[config.mk]
export PLATFORM = sky130hd
export DESIGN_NAME = swp_seq_detect
export DESIGN_NICKNAME = d
export VERILOG_FILES = /design/src/rtl/swp_pkg.sv /design/src/rtl/swp_match.sv /design/src/rtl/swp_gap_timer.sv /design/src/rtl/swp_seq_detect.sv
export SDC_FILE = /design/constraint.sdc
export NUM_CORES = 1
export LEC_CHECK = 0
export BUFFER_PORTS_ARGS = -buffer_cell sky130_fd_sc_hd__buf_2
export CORE_AREA = 2 2 60 62
export CTS_BUF_LIST = sky130_fd_sc_hd__clkbuf_4 sky130_fd_sc_hd__clkbuf_8 sky130_fd_sc_hd__clkbuf_16
export CTS_CLUSTER_SIZE = 16
export DETAILED_ROUTE_END_ITERATION = 12
export DIE_AREA = 0 0 62 64
export GPL_ROUTABILITY_DRIVEN = 0
export HOLD_SLACK_MARGIN = 0.03
export PLACE_DENSITY = 0.82
export REMOVE_ABC_BUFFERS = 1
export SLEW_MARGIN = 20
export SYNTH_ARGS = -nofsm -noshare
export SYNTH_HDL_FRONTEND = slang
export SYNTH_SLANG_ARGS = --single-unit
[constraint.sdc]
create_clock -name clk -period 4.87 [get_ports clk]
set_input_delay 0.974 -clock clk [delete_from_list [all_inputs] [get_ports clk]]
set_output_delay 0.974 -clock clk [all_outputs]
set_load 0.02 [all_outputs]
[src/rtl/swp_pkg.sv]
package swp_pkg;
    localparam logic [14:0] SEQ_ADDR_A = 15'h5555;
    localparam logic [14:0] SEQ_ADDR_B = 15'h2AAA;
    localparam logic [7:0]  SEQ_B_LEAD = 8'hAA;
    localparam logic [7:0]  SEQ_B_SEC  = 8'h55;
    localparam logic [7:0]  SEQ_B_ARM  = 8'hA0;
    localparam logic [7:0]  SEQ_B_EXT  = 8'h80;
    localparam logic [7:0]  SEQ_B_DIS  = 8'h20;
    localparam int          SEQ_STEPS  = 6;

    typedef enum logic [1:0] {
        K_HOLD  = 2'd0,
        K_DATA  = 2'd1,
        K_BLOCK = 2'd2,
        K_CMD   = 2'd3
    } kind_e;

    typedef enum logic [1:0] {
        P_NONE = 2'd0,
        P_SET  = 2'd1,
        P_CLR  = 2'd2
    } pend_e;
endpackage

[src/rtl/swp_match.sv]
module swp_match
    import swp_pkg::*;
#(
    parameter int ADDR_W = 15,
    parameter int DATA_W = 8,
    parameter int STEP_W = 3
) (
    input  logic [STEP_W-1:0] step,
    input  logic [ADDR_W-1:0] addr,
    input  logic [DATA_W-1:0] data,
    output logic              hit,
    output logic              fin_arm,
    output logic              fin_dis
);
    logic [ADDR_W-1:0] a_exp;
    logic [DATA_W-1:0] d_exp;
    logic              arm_here;

    always_comb begin
        case (step)
            STEP_W'(0): begin a_exp = ADDR_W'(SEQ_ADDR_A); d_exp = DATA_W'(SEQ_B_LEAD); end
            STEP_W'(1): begin a_exp = ADDR_W'(SEQ_ADDR_B); d_exp = DATA_W'(SEQ_B_SEC);  end
            STEP_W'(2): begin a_exp = ADDR_W'(SEQ_ADDR_A); d_exp = DATA_W'(SEQ_B_EXT);  end
            STEP_W'(3): begin a_exp = ADDR_W'(SEQ_ADDR_A); d_exp = DATA_W'(SEQ_B_LEAD); end
            STEP_W'(4): begin a_exp = ADDR_W'(SEQ_ADDR_B); d_exp = DATA_W'(SEQ_B_SEC);  end
            default:    begin a_exp = ADDR_W'(SEQ_ADDR_A); d_exp = DATA_W'(SEQ_B_DIS);  end
        endcase
        arm_here = (step == STEP_W'(2)) && (addr == ADDR_W'(SEQ_ADDR_A))
                   && (data == DATA_W'(SEQ_B_ARM));
        hit      = arm_here || ((addr == a_exp) && (data == d_exp));
        fin_arm  = arm_here;
        fin_dis  = hit && (step == STEP_W'(SEQ_STEPS - 1));
    end
endmodule

[src/rtl/swp_gap_timer.sv]
module swp_gap_timer #(
    parameter int GAP_LIM = 7500
) (
    input  logic clk,
    input  logic rst_n,
    input  logic stb,
    input  logic armed,
    output logic expire
);
    localparam int CW = $clog2(GAP_LIM + 1);
    localparam logic [CW-1:0] TOP = CW'(GAP_LIM - 1);

    logic [CW-1:0] cnt_d, cnt_q;

    always_comb begin
        cnt_d  = cnt_q;
        expire = 1'b0;
        if (stb) begin
            cnt_d = '0;
        end else begin
            expire = armed && (cnt_q == TOP);
            if (cnt_q != TOP) cnt_d = cnt_q + CW'(1);
        end
    end

    always_ff @(posedge clk or negedge rst_n) begin
        if (!rst_n) cnt_q <= TOP;
        else        cnt_q <= cnt_d;
    end
endmodule

[src/rtl/swp_seq_detect.sv]
module swp_seq_detect
    import swp_pkg::*;
#(
    parameter int ADDR_W  = 15,
    parameter int DATA_W  = 8,
    parameter int GAP_LIM = 7500
) (
    input  logic              clk,
    input  logic              rst_n,
    input  logic              prot_init,
    input  logic              wr_stb,
    input  logic [ADDR_W-1:0] wr_addr,
    input  logic [DATA_W-1:0] wr_data,
    input  logic              cycle_done,
    output logic              res_vld,
    output logic [1:0]        res_kind,
    output logic [2:0]        res_rel,
    output logic              res_cur,
    output logic              prot_on
);
    localparam int STEP_W = $clog2(SEQ_STEPS + 1);

    typedef struct packed {
        logic [STEP_W-1:0] step;
        logic              unlock;
        pend_e             pend;
        logic              res_vld;
        kind_e             res_kind;
        logic [2:0]        res_rel;
        logic              res_cur;
    } st_t;

    st_t  st_d, st_q;
    logic prot_d, prot_q;
    logic hit, fin_arm, fin_dis, expire;
    kind_e ord_kind;

    swp_match #(.ADDR_W(ADDR_W), .DATA_W(DATA_W), .STEP_W(STEP_W)) u_match (
        .step    (st_q.step),
        .addr    (wr_addr),
        .data    (wr_data),
        .hit     (hit),
        .fin_arm (fin_arm),
        .fin_dis (fin_dis)
    );

    swp_gap_timer #(.GAP_LIM(GAP_LIM)) u_gap (
        .clk    (clk),
        .rst_n  (rst_n),
        .stb    (wr_stb),
        .armed  (st_q.step != '0),
        .expire (expire)
    );

    always_comb begin
        st_d          = st_q;
        st_d.res_vld  = 1'b0;
        st_d.res_cur  = 1'b0;
        st_d.res_rel  = '0;
        st_d.res_kind = K_HOLD;
        ord_kind      = (prot_q && !st_q.unlock) ? K_BLOCK : K_DATA;

        if (wr_stb) begin
            st_d.res_vld = 1'b1;
            st_d.res_cur = 1'b1;
            if (st_q.unlock) begin
                st_d.res_kind = K_DATA;
            end else if (hit && (fin_arm || fin_dis)) begin
                st_d.res_kind = K_CMD;
                st_d.res_rel  = 3'(st_q.step);
                st_d.pend     = fin_arm ? P_SET : P_CLR;
                st_d.unlock   = 1'b1;
                st_d.step     = '0;
            end else if (hit) begin
                st_d.res_kind = K_HOLD;
                st_d.step     = st_q.step + STEP_W'(1);
            end else begin
                st_d.res_kind = ord_kind;
                st_d.res_rel  = 3'(st_q.step);
                st_d.step     = '0;
            end
        end else if (expire) begin
            st_d.res_vld  = 1'b1;
            st_d.res_kind = ord_kind;
            st_d.res_rel  = 3'(st_q.step);
            st_d.step     = '0;
        end

        if (cycle_done) begin
            st_d.unlock = 1'b0;
            st_d.pend   = P_NONE;
        end

        prot_d = prot_q;
        if (cycle_done && st_q.pend == P_SET) prot_d = 1'b1;
        if (cycle_done && st_q.pend == P_CLR) prot_d = 1'b0;
    end

    always_ff @(posedge clk or negedge rst_n) begin
        if (!rst_n) begin
            st_q <= '{step: '0, unlock: 1'b0, pend: P_NONE, res_vld: 1'b0,
                      res_kind: K_HOLD, res_rel: '0, res_cur: 1'b0};
        end else begin
            st_q <= st_d;
        end
    end

    // Nonvolatile flag: only the initial-state input clears it.
    always_ff @(posedge clk) begin
        if (prot_init) prot_q <= 1'b0;
        else           prot_q <= prot_d;
    end

    assign res_vld  = st_q.res_vld;
    assign res_kind = st_q.res_kind;
    assign res_rel  = st_q.res_rel;
    assign res_cur  = st_q.res_cur;
    assign prot_on  = prot_q;
endmodule

**Word-level counts from Yosys, hierarchy flattened**

Index checks and enable logic that the tools add are counted.

- Bits in registers: 27
- Bits of input ports: 28
- Output and inout bits: 8
- Word-level logic and storage cells: 72

- $add $sub $neg: 2
- Equality and inequality tests: 15
- Multiplexer cells: 23
- Reduce and logical (&&, ||, !) cells: 23

Operators with widths:

| operator | number |
|---|---|
| $mux W3 | 9 |
| $mux W13 | 2 |
| $pmux W8 S3 | 1 |
| $mux W6 | 3 |
| $eq A15 B15 Y1 | 1 |
| $eq A15 B15 Y1 const B | 1 |
| $mux W15 | 1 |
| $add A13 B1 Y13 const B | 1 |
| $eq A13 B13 Y1 const B | 1 |
| $ne A13 B13 Y1 const B | 1 |
| $logic_and A1 B1 Y1 | 9 |
| $eq A8 B8 Y1 | 1 |
| $eq A8 B8 Y1 const B | 1 |
| $mux W2 | 4 |
| $reduce_bool A2 Y1 | 4 |
| $eq A3 B2 Y1 const B | 2 |
| $eq A3 B3 Y1 const B | 2 |
| $reduce_or A2 Y1 | 3 |
| $mux W5 | 1 |
| $ne A2 B2 Y1 const B | 2 |
| $add A3 B1 Y3 const B | 1 |
| $eq A3 B1 Y1 const B | 1 |
| $logic_not A3 Y1 | 1 |
| $reduce_and A3 Y1 | 1 |
| 7 further kinds | 9 |

**Depth between registers and ports, before layout**

- Depth in word-level cells: 13
- Gate-level depth with buffers: 11
- Depth with buffers taken out: 10

**Cells and area by module**

Synthesis repeated with hierarchy kept, for this count alone.

- Cell total of the unflattened synthesis: 183
- Area, all modules: 1719.1 um^2

Modules (own cells, without submodules):

| module | times used | cells each | area an instance (um^2) | sequential area each (um^2) |
|---|---|---|---|---|
| swp_gap_timer | 1 | 72 | 730.7 | 335.3 |
| swp_seq_detect | 1 | 62 | 641.9 | 345.3 |
| swp_match | 1 | 49 | 346.6 | 0.0 |

**Worst setup path after synthesis**

No wires, ideal clock.

- Kind: in2reg
- From: input port wr_addr[3]
- To: register st_q[8] in the netlist's numbering
- Setup time: 0.094 ns
- Arrival: 2.439 ns
- Data required time: 4.776 ns
- Slack: 2.337 ns
- Stages on the path: 6
- Path buffers: 0
- Cells stage by stage: nor4bb_1 nand4_1 mux2_2 a2111oi_4 nand4_1 a221oi_2

- Longest elaborated chain between the ends: 9
- Elaborated cells between the ends (all ways): 16
- Those cells by class: 2 x eq/ne; 5 x mux; 9 x reduce/logical

Ends and longest elaborated chain:

| what | line | source |
|---|---|---|
| from (decl) | swp_seq_detect.sv:12 | `input logic [ADDR_W-1:0] wr_addr,` |
| branches (longest 9 deep; another with $eq A15 B15 Y1) | - |  |
| to (signal assigned) | swp_seq_detect.sv:101 | `st_q <= '{step: '0, unlock: 1'b0, pend: P_NONE, res_vld: 1'b0,` |
| to (signal assigned) | swp_seq_detect.sv:104 | `st_q <= st_d;` |
| to (decl) | swp_seq_detect.sv:33 | `st_t st_d, st_q;` |

Several ways; the timed one is not identified. The select of a mux whose other input is x is not followed.
A chain may end at the register's enable or synchronous reset.

**Worst setup path in the final report**

- From: register st_q[11] in the netlist's numbering
- To: register st_q[12] in the netlist's numbering

- Longest elaborated chain between the ends: 12
- Elaborated cells between the ends (all ways): 29
- Those cells by class: 1 x add/sub; 7 x eq/ne; 7 x mux; 14 x reduce/logical

Ends and longest elaborated chain:

| what | line | source |
|---|---|---|
| $eq A3 B1 Y1, or another cell as far along | swp_match.sv:20 | `case (step)` |
| $reduce_or A2 Y1 (no source line) | - |  |
| $pmux W8 S3 or $mux W15 (tied branches) | swp_match.sv:20 |  |
| $eq A8 B8 Y1 or $eq A15 B15 Y1 (tied branches) | swp_match.sv:30 | `hit = arm_here \|\| ((addr == a_exp) && (data == d_exp));` |
| $logic_and A1 B1 Y1 | swp_match.sv:30 |  |
| $logic_or A1 B1 Y1 | swp_match.sv:30 |  |
| $logic_and A1 B1 Y1 | swp_match.sv:32 | `fin_dis = hit && (step == STEP_W'(SEQ_STEPS - 1));` |
| $logic_or A1 B1 Y1 | swp_seq_detect.sv:68 | `end else if (hit && (fin_arm \|\| fin_dis)) begin` |
| $logic_and A1 B1 Y1 | swp_seq_detect.sv:68 |  |
| $mux W3 | swp_seq_detect.sv:68 |  |
| $mux W6 | swp_seq_detect.sv:66 | `if (st_q.unlock) begin` |
| $mux W3 | swp_seq_detect.sv:63 | `if (wr_stb) begin` |

Several ways; a longest one is shown, not always the timed one. The select of a mux whose other input is x is not followed.

==> results.py <==
metrics = {
    "critical_path": {
        "r2r_end": "st_q[12]",
        "startpoint_type": "register",
        "r2r_slack_ns": 2.09,
        "path_max_fanout": 10,
        "reg2reg_from": "st_q[11]",
        "endpoint": "st_q[12]",
        "r2r_cells": 8,
        "required_ns": 5.10,
        "crit_path_start": "st_q[11]",
        "path_class": "register to register",
        "cp-end-kind": "register",
        "crit_arrival_ns": 3.01,
    },
    "timing": {
        "drv_slew": 0,
        "clock.fmax_ghz": 0.359,
        "worst_pin_slew_ns": 0.553,
        "finClkSkew_ns": 0.00186,
        "fin_tns_setup_ns": 0,
        "min_period_ns": 2.78,
        "setup_viol": 0,
        "period_share_pct": 57.2,
        "rsz0062_at_grt": "no",
        "slew_headroom_pct": 63.1,
        "finalHoldViolations": 0,
    },
    "floorplanning": {
        "boundaryPins": 36,
        "core_um2": 3280,
        "die_y_um": 64,
        "start_util_pct": 53.6,
        "rows": 21,
        "die_w_um": 62,
        "dieArea_um2": 3970,
    },
    "clock_network": {
        "cts_buffer_depth": 2,
        "cts_tree": "done",
        "cts_sinks": 27,
        "cts.clk_slew.worst_paths_ns": 0.15,
        "holdBufCountCts": 0,
        "cts_resized": 0,
        "cts_setup_buffers": 0,
        "clkLatencyLatePin_ns": 0.32,
        "cts_buffers": 3,
        "cts_max_level": 1,
        "root_buffer": "clkbuf_4",
    },
    "power_and_ir_drop": {
        "p_leak_nw": 0.825,
        "power-per-cell-area_nw_per_um2": 187,
        "max-vdd-ir-drop_uv": 86.5,
    },
    "detailed_routing": {
        "firstDrtPassIters": 4,
        "dr.first_iter.drc_count": 64,
        "drt.antenna.violating_nets": 0,
        "routed_wl_um": 3350,
        "post_drt_wl_per_cell_um": 13.0,
        "routed_via_density": 5.49,
        "num_vias": 1412,
        "drc": 0,
    },
    "global_routing": {
        "grt_overflow": 0,
        "grt_pass1_wl_um": 5740,
        "grt_pass1_vias": 1393,
        "grt_start_max_net_pins": 27,
        "antenna_found_initial": 0,
        "grt_usage_pct": 18.7,
    },
    "yosys": {
        "avgSynthCellArea_um2": 9.73,
        "synth_top_family_by_area": "simple AND/OR/NAND/NOR gates",
        "yosys.area_share.adder_pct": 4.26,
        "postSynth.asyncResetShare_pct": 96.3,
        "synth_simple_gate_area_share_pct": 29.8,
        "syn_inst": 181,
        "yosysWarnings": 0,
        "yosysMostFrequentCell": "nor2_1",
        "post_synth_instance_area_um2": 1760,
        "synth_xor_area_share_pct": 4.97,
        "synth_seq_cells": 27,
        "synth_common_cells": "nor2_1 (19), dfrtp_1 (18), nand2_1 (12)",
        "yosysTopAreaCellShare_pct": 25.6,
        "synth_top_flop_cell": "dfrtp_1",
        "synthMuxAreaShare_pct": 2.98,
        "synth_seq_area_share_pct": 38.6,
        "synth_edf_count": 0,
        "yosys-top-cells-area": "dfrtp_1 (26%), dfstp_2 (12%), nor4bb_1 (4.5%)",
        "synthDistinctLibCells": 52,
        "synth_compound_area_share_pct": 13.8,
        "synth_area_leader_cell": "dfrtp_1",
    },
    "status": {
        "status": "finished, final reports clean",
    },
    "placed_design": {
        "io_buffers": 35,
        "dp_hpwl_um": 2660,
    },
    "flow_run": {
        "cap_violations": 0,
    },
    "layout": {
        "post-route-util_pct": 59.8,
        "areaGrowthSynthToFinish_pct": 11.6,
        "antennaDiodeCount": 0,
        "drive_above_1_share_pct": 30.8,
        "nets": 246,
    },
    "worst_hold_path": {
        "hp-class": "register to register",
    },
}
-- worst min path at each step --
stage	end	slack, ns	cells past startpoint	startpoint
2_1_floorplan	res_kind[1]	0.44	1	st_q[9]
3_3_place_gp	res_kind[1]	0.49	1	st_q[9]
3_5_place_dp	res_kind[1]	0.47	1	st_q[9]
4_1_cts	res_kind[1]	0.51	1	st_q[9]
5_1_grt	res_kind[1]	0.54	1	st_q[9]
6_report	res_kind[1]	0.51	1	st_q[9]
-- registers in the layout, summed over array words and instances (netlist names) --
register	flops
u_gap.cnt_q	13
res_cur	1
res_rel	3
prot_on	1
res_kind	2
st_q	6
res_vld	1
-- layer usage --
metal / vias to the layer above / GRT usage [%] / wire length (um)
li1: 704 / - / -
met1: 664 / 23.3 / 1520
met2: 40 / 32.6 / 1690
met3: 4 / 1.42 / 98
met4: 0 / 6.38 / 46
met5: - / 0 / 0
-- where the power goes --
group / total, mW / switching [mW] / leakage, nW / internal [mW]
clock: 0.0975 / 0.0661 / 0.0139 / 0.0314
sequential: 0.231 / 0.00213 / 0.335 / 0.229
combinational: 0.0394 / 0.0222 / 0.476 / 0.0172
total: 0.368 / 0.0904 / 0.825 / 0.277
-- kinds of logic after synthesis --
| family | after synthesis |
|---|---|
| and+or+nand+nor | 86 |
| AOI/OAI and AO/OA | 28 |
| xor gates and xnor gates | 10 |
| buffers and inverters | 19 |
| adders and majority gates | 6 |
| muxes | 5 |
| DFF | 27 |
-- worst max-delay path, cell delays in order, from the launching register on --
cell	delay (ns)
dfrtp_1	0.51
inv_1	0.16
ha_1	0.20
or3b_2	0.44
o211a_1	0.16
mux2i_1	0.17
a2111oi_4	0.56
nand3_1	0.21
o31ai_1	0.29
-- stage by stage --
stage	area [um^2]	hold WS (ns)	instances	setup slack, ns	power, mW
2_1_floorplan	1700	0.437	172	2.34	0.251
3_3_place_gp	1940	0.491	253	2.00	0.274
3_5_place_dp	1940	0.474	253	1.89	0.275
4_1_cts	1970	0.506	257	2.05	0.371
5_1_grt	1970	0.536	257	1.90	0.385
6_report	1970	0.515	257	2.09	0.368
-- layout by cell type (no fill, tap or decap), types with 2 or more instances in the layout --
master    synthesis  final
nand2_1          12     12
nor4bb_1          8      8
and3b_1           2      2
a221oi_2          2      2
dfrtp_1          18     18
nor2_1           19     19
nand4_1           8      8
mux2_2            2      2
or3_1             2      2
xor2_1            6      6
xnor2_1           4      4
o21ai_0           4      4
dfstp_2           8      8
ha_1              6      6
and3_1            4      4
buf_2             2     35
or2_2             3      3
nor2b_1           6      6
a21oi_1           8      8
nand3_1           9      9
o31ai_1           2      2
mux2i_1           3      3
clkbuf_4          0      3
inv_1             9      9
-- cell type report --
type	instances	area [um^2]
timing repair buffer	35	175
clock buffer	3	22.5
sequential	27	681
multi-input combinational	135	985
fill	295	1320
inverter	10	37.5
clock inverter	1	7.51
tap	46	57.6
Power figures use the tool's default switching activity.
